<file path="src/rtl/sclkdiv_pkg.sv">
package sclkdiv_pkg;

  typedef enum logic {
    LAW_EXP    = 1'b0,
    LAW_LINEAR = 1'b1
  } div_law_e;

  localparam int DEF_LIN_W = 8;
  localparam int DEF_EXP_W = 4;

endpackage

</file>
<file path="src/rtl/sclkdiv_cfg.sv">
module sclkdiv_cfg #(
  parameter int          CFG_W   = 13,
  parameter logic [12:0] RST_CFG = 13'h1000
) (
  input  logic             clk,
  input  logic             rst_n,
  input  logic             wr,
  input  logic [CFG_W-1:0] wdata,
  input  logic             apply,
  output logic [CFG_W-1:0] act
);

  logic [CFG_W-1:0] pend_q;
  logic             pend_v_q;
  logic             take;

  assign take = apply && pend_v_q;

  always_ff @(posedge clk) begin
    if (!rst_n) begin
      pend_q   <= CFG_W'(RST_CFG);
      pend_v_q <= 1'b0;
    end else if (wr) begin
      pend_q   <= wdata;
      pend_v_q <= 1'b1;
    end else if (take) begin
      pend_v_q <= 1'b0;
    end
  end

  always_ff @(posedge clk) begin
    if (!rst_n)    act <= CFG_W'(RST_CFG);
    else if (take) act <= pend_q;
  end

  AST_PENDING_DRAINS: assert property (@(posedge clk) disable iff (!rst_n)
    (take && !wr) |=> !pend_v_q);

  AST_ACT_ONLY_ON_APPLY: assert property (@(posedge clk) disable iff (!rst_n)
    !apply |=> $stable(act));

endmodule

</file>
<file path="src/rtl/sclkdiv_law.sv">
module sclkdiv_law
  import sclkdiv_pkg::*;
#(
  parameter int LIN_W = DEF_LIN_W,
  parameter int EXP_W = DEF_EXP_W,
  parameter int CW    = 15,
  localparam int CFG_W = LIN_W + EXP_W + 1
) (
  input  logic [CFG_W-1:0] act,
  output logic [CW-1:0]    half
);

  localparam int SEL_BIT = LIN_W + EXP_W;

  function automatic logic [CW-1:0] lin_half(input logic [LIN_W-1:0] n);
    return CW'(n) + CW'(1);
  endfunction

  function automatic logic [CW-1:0] exp_half(input logic [EXP_W-1:0] m);
    if (m == '0) return CW'(1);
    return CW'(1) << (m - EXP_W'(1));
  endfunction

  div_law_e         law;
  logic [LIN_W-1:0] n_fld;
  logic [EXP_W-1:0] m_fld;

  assign law   = div_law_e'(act[SEL_BIT]);
  assign n_fld = act[LIN_W-1:0];
  assign m_fld = act[SEL_BIT-1:LIN_W];

  always_comb begin
    unique case (law)
      LAW_LINEAR: half = lin_half(n_fld);
      default:    half = exp_half(m_fld);
    endcase
  end

  always_comb begin
    AST_HALF_NONZERO: assert (half != '0);
  end

endmodule

</file>
<file path="src/rtl/sclkdiv_count.sv">
module sclkdiv_count #(
  parameter int CW = 15
) (
  input  logic          clk,
  input  logic          rst_n,
  input  logic          hold,
  input  logic [CW-1:0] half,
  output logic          tgl,
  output logic          sclk,
  output logic          rise_bound
);

  logic [CW-1:0] cnt_q;
  logic          at_end;

  assign at_end     = (cnt_q == half - CW'(1));
  assign tgl        = !hold && at_end;
  assign rise_bound = tgl && !sclk;

  always_ff @(posedge clk) begin
    if (!rst_n || hold) cnt_q <= '0;
    else if (at_end)    cnt_q <= '0;
    else                cnt_q <= cnt_q + CW'(1);
  end

  always_ff @(posedge clk) begin
    if (!rst_n || hold) sclk <= 1'b0;
    else if (tgl)       sclk <= ~sclk;
  end

  AST_NO_OVERFLOW: assert property (@(posedge clk) disable iff (!rst_n)
    cnt_q < half);

  AST_TGL_FLIPS: assert property (@(posedge clk) disable iff (!rst_n)
    tgl |=> (sclk != $past(sclk)));

  AST_HOLD_PARKS: assert property (@(posedge clk) disable iff (!rst_n)
    hold |=> (!sclk && cnt_q == '0));

  AST_FIRST_EDGE_START: assert property (@(posedge clk) disable iff (!rst_n)
    $fell(hold) |-> (!sclk && cnt_q == '0));

endmodule

</file>
<file path="src/rtl/sclk_rate_gen.sv">
module sclk_rate_gen
  import sclkdiv_pkg::*;
#(
  parameter int LIN_W = DEF_LIN_W,
  parameter int EXP_W = DEF_EXP_W,
  localparam int CFG_W  = LIN_W + EXP_W + 1,
  localparam int CW_LIN = LIN_W + 1,
  localparam int CW_EXP = (1 << EXP_W) - 1,
  localparam int CW     = (CW_LIN > CW_EXP) ? CW_LIN : CW_EXP
) (
  input  logic             clk,
  input  logic             rst_n,
  input  logic             cfg_wr,
  input  logic [CFG_W-1:0] cfg_wdata,
  input  logic             hold,
  output logic             sclk,
  output logic             sclk_tgl
);

  localparam logic [12:0] RST_WORD = 13'(1 << (LIN_W + EXP_W));

  logic [CFG_W-1:0] act_cfg;
  logic [CW-1:0]    cur_half;
  logic             rise_bound;
  logic             cfg_apply;

  assign cfg_apply = hold || rise_bound;

  sclkdiv_cfg #(.CFG_W(CFG_W), .RST_CFG(RST_WORD)) u_cfg (
    .clk   (clk),
    .rst_n (rst_n),
    .wr    (cfg_wr),
    .wdata (cfg_wdata),
    .apply (cfg_apply),
    .act   (act_cfg)
  );

  sclkdiv_law #(.LIN_W(LIN_W), .EXP_W(EXP_W), .CW(CW)) u_law (
    .act  (act_cfg),
    .half (cur_half)
  );

  sclkdiv_count #(.CW(CW)) u_cnt (
    .clk        (clk),
    .rst_n      (rst_n),
    .hold       (hold),
    .half       (cur_half),
    .tgl        (sclk_tgl),
    .sclk       (sclk),
    .rise_bound (rise_bound)
  );

  AST_HALF_MIDPERIOD_STABLE: assert property (@(posedge clk) disable iff (!rst_n)
    (!hold && !(sclk_tgl && !sclk)) |=> $stable(cur_half));

endmodule

</file>
<file path="config.mk">
export PLATFORM = sky130hd
export DESIGN_NAME = sclk_rate_gen
export DESIGN_NICKNAME = d
export VERILOG_FILES = /design/src/rtl/sclkdiv_pkg.sv /design/src/rtl/sclkdiv_cfg.sv /design/src/rtl/sclkdiv_law.sv /design/src/rtl/sclkdiv_count.sv /design/src/rtl/sclk_rate_gen.sv
export SDC_FILE = /design/constraint.sdc
export NUM_CORES = 1
export LEC_CHECK = 0
export CAP_MARGIN = 15
export CELL_PAD_IN_SITES_DETAIL_PLACEMENT = 0
export CELL_PAD_IN_SITES_GLOBAL_PLACEMENT = 1
export CORE_MARGIN = 2
export CORE_UTILIZATION = 40
export CTS_CLUSTER_SIZE = 30
export DETAILED_ROUTE_END_ITERATION = 8
export GPL_TIMING_DRIVEN = 0
export PLACE_DENSITY_LB_ADDON = 0.05
export SLEW_MARGIN = 20
export SYNTH_ARGS = -nofsm -noshare
export SYNTH_HDL_FRONTEND = slang
export SYNTH_SLANG_ARGS = --single-unit
</file>
<file path="constraint.sdc">
create_clock -name clk -period 5.3 [get_ports clk]
set_input_delay 0.53 -clock clk [delete_from_list [all_inputs] [get_ports clk]]
set_output_delay 0.53 -clock clk [all_outputs]
set_load 0.005 [all_outputs]
</file>
==> run metrics <==
Initial Utilization=41.33%; crit path cell chain=buf_6, buf_2, buf_2, nor4_1, a21oi_2, ha_1, inv_1, a221o_1, buf_2, or2_2, clkbuf_1, o21ba_1, nor4_1, nand4_1, nor4_1, clkdlybuf4s50_1; die extent in x=a little over 90 um; core area=7253 um2; full die area=~8200 um2; worst r2r src=u_cfg.act[12]; MaxCap Viol Count=0; Clock Tree Root=clkbuf_8; status=finished clean; cell area after synthesis=2998 um2; layout cell share with drive strength beyond 1=between 8 and 9%; remaining global-route overflow=0; post-route cell area=~3400 um2; WHS Path Cells=2; worst-margin pin slew=between 0.8 and 0.9 ns; Pleak=1.269 nW; Post-Synthesis Cells=between 300 and 400; routed vias=2600; RSZ-0062 raised after global routing=false; cts bufs inserted=5; Setup TNS Final=0 ns; number of port buffers=16; final hold vios=0; pin count of the biggest net entering global routing=15; initial antenna violation count=0; Rows=31; Vias/cell=between 5 and 6; DRT Pass-1 Iters=4; Post CTS Setup Buffer Count=0; TritonCTS clock tree=done; drt wl/cell=between 15 and 20 um; Final setup viols=0; met2 routed WL=between 3000 and 4000 um; Hold/Removal Path Class=reg -> reg; # hold bufs at CTS=0; area delta synth->final=12.94%; Initial DRC Count=86; Yosys warning count=0; Synth top cells by count=43 x dfxtp_1, 43 x nand2_1, 32 x nor2_1; WL met3=199 um; CTS max path bufs=2; crit path launch type=register; H-tree levels=2; CP max FO=10; Synth top area share=between 20 and 30%; later-pin clock latency in the skew report=approximately 0.3 ns; vias in the first global route=roughly 2500; Min-Delay Startpoint=u_cfg.pend_q[11]; Final nets=about 400; FFs w/ async S/R, synth=0%; Synth Register Bits=43; clock-pin slew on the worst setup and hold paths=roughly 0.09 ns; Clock Sinks=43; Critical Path RT=between 4 and 5 ns; final worst-path cycle share=92.89%; Die Ht=between 90 and 100 um; library cells used by synthesis=slightly above 60; Cells after DPL=approximately 480; Non-Filler Instances=around 500; ANT cells=0; routed wire length=about 7400 um; Remaining DRCs=0; Avg Cell Area, Syn=approximately 8 um2; CP Capture Type=primary output; DR top layer=met4; final critical-path required period=slightly below 5 ns; max incr delay on CP=0.55 ns; Slew Viols, Final=0; top_reg_cell synth=dfxtp_1; Seq/Total Area, Yosys=between 20% and 30%; post-DP HPWL=5751 um; clk_skew=about 0.0064 ns; slew margin rel.=around 46%; r2r setup slk=slightly above 0.7 ns; CP Launch Point=u_cfg.act[12]; M1 wire length=4004 um; number of routed nets with antenna violations=0; Post-synth EDFFs=0; maximum vdd drop=approximately 150 uV; CP Class=reg -> out; pwr dens=between 200 and 300 nW/um2; worst-case reg-to-reg path depth=17; slowest stage cell, crit path=clkdlybuf4s50_1; Placer Congestion=0.7947; I/O pin count=19; Synth area leader=dfxtp_1; leading post-synthesis cells by cell area=dfxtp_1 29%, mux2i_1 10%, nand2_1 5.4%; fmax=203.1 MHz; first-pass GRT wire length=around 13000 um; syn_nets=386; overall global routing resource usage=19.51%; placed inst area=roughly 3300 um2; final core utilization=46.68%; WP data arrival=4.39 ns
-- path summary, 6_finish.rpt --
path | to
worst min register to register | u_cfg.act[11]
worst min-delay path | u_cfg.act[11]
worst max register to register | u_cnt.cnt_q[5]
worst max-delay path | sclk_tgl
-- area by class of cell --
type / instances / area, um2
Multi-Input combinational cell: 289 / 1987
Timing Repair Buffer: 16 / 160.2
Sequential cell: 43 / 860.8
Fill cell: 791 / 3867
Clock buffer: 6 / 82.58
Clock inverter: 2 / 16.27
Inverter: 12 / 45.04
Buffer: 22 / 110.1
Tap cell: 99 / 123.9
-- critical path, delay by kind of cell, from the launching register on --
kind | cells | cell delay (ns)
flip-flops | 1 | 0.38
buffers and inverters | 7 | 1.61
AND/OR/NAND/NOR | 5 | 1.16
AO/OA/AOI/OAI | 3 | 0.69
adder cells (fa/ha/maj) | 1 | 0.25
-- timing repair --
| item | 4_1_cts | 5_1_grt |
|---|---|---|
| resized for setup | 0 | 2 |
| setup endpoints to repair | 0 | 1 |
| endpoints found under the hold margin | 0 | 0 |
-- routing by layer --
layer  track usage [%]  up-vias
met5                 0        -
met4             3.077        0
met3             2.838        6
met2             29.66       25
met1             29.53     1220
li1                  -     1349
-- power breakdown --
part	internal (W)	total [W]	switching (W)
Sequential	0.000344	0.000366	0.0000227
Clock	0.000107	0.000229	0.000123
Combinational	0.000147	0.000339	0.000192
-- kinds of logic (layout without fill, tap and decap cells) --
group,Yosys count,after routing,synth area share (%)
adders and majority gates,3,3,1.252
buffers and inverters,34,58,5.133
and+or+nand+nor,177,177,31.51
xor gates and xnor gates,26,26,7.596
muxes,32,32,10.77
AOI/OAI and AO/OA,51,51,15.03
DFF,43,43,28.71
-- sequential cells by signal, summed over array words and instances (netlist names) --
name,count
u_cnt.sclk,1
u_cfg.act,13
u_cfg.pend_q,13
u_cfg.pend_v_q,1
u_cnt.cnt_q,15
-- cell usage in the layout, fill, tap and decap left out, drive strengths merged, types with 4 or more instances in the layout --
cell           netlist  final
clkdlybuf4s50        0     16
xor2                13     13
nor2b               17     17
nor2                32     32
nand3b               5      5
xnor2               13     13
nand2               43     43
clkbuf              14     21
nand3               22     22
buf                  8      7
mux2i               30     30
a21oi               10     10
nor3                11     11
nand2b               8      8
o211a                5      5
nor3b                6      6
o21ai                4      4
or3                  4      4
and3                 6      6
nand4                5      5
nor4                 8      8
inv                 12     12
dfxtp               43     43
-- metrics by stage --
stage / setup WS, ns / hold WS [ns] / power [W]
finish: 0.3769 / 0.4642 / 0.0009346
detailed placement: 0.6052 / 0.4546 / 0.0007102
CTS: 0.2273 / 0.4679 / 0.0009429
global placement: 0.5833 / 0.4498 / 0.0007083
global route: 0.07702 / 0.4965 / 0.0009988
floorplan: 1.468 / 0.4373 / 0.0006183
Note: power is estimated with default switching activity, not from simulation.
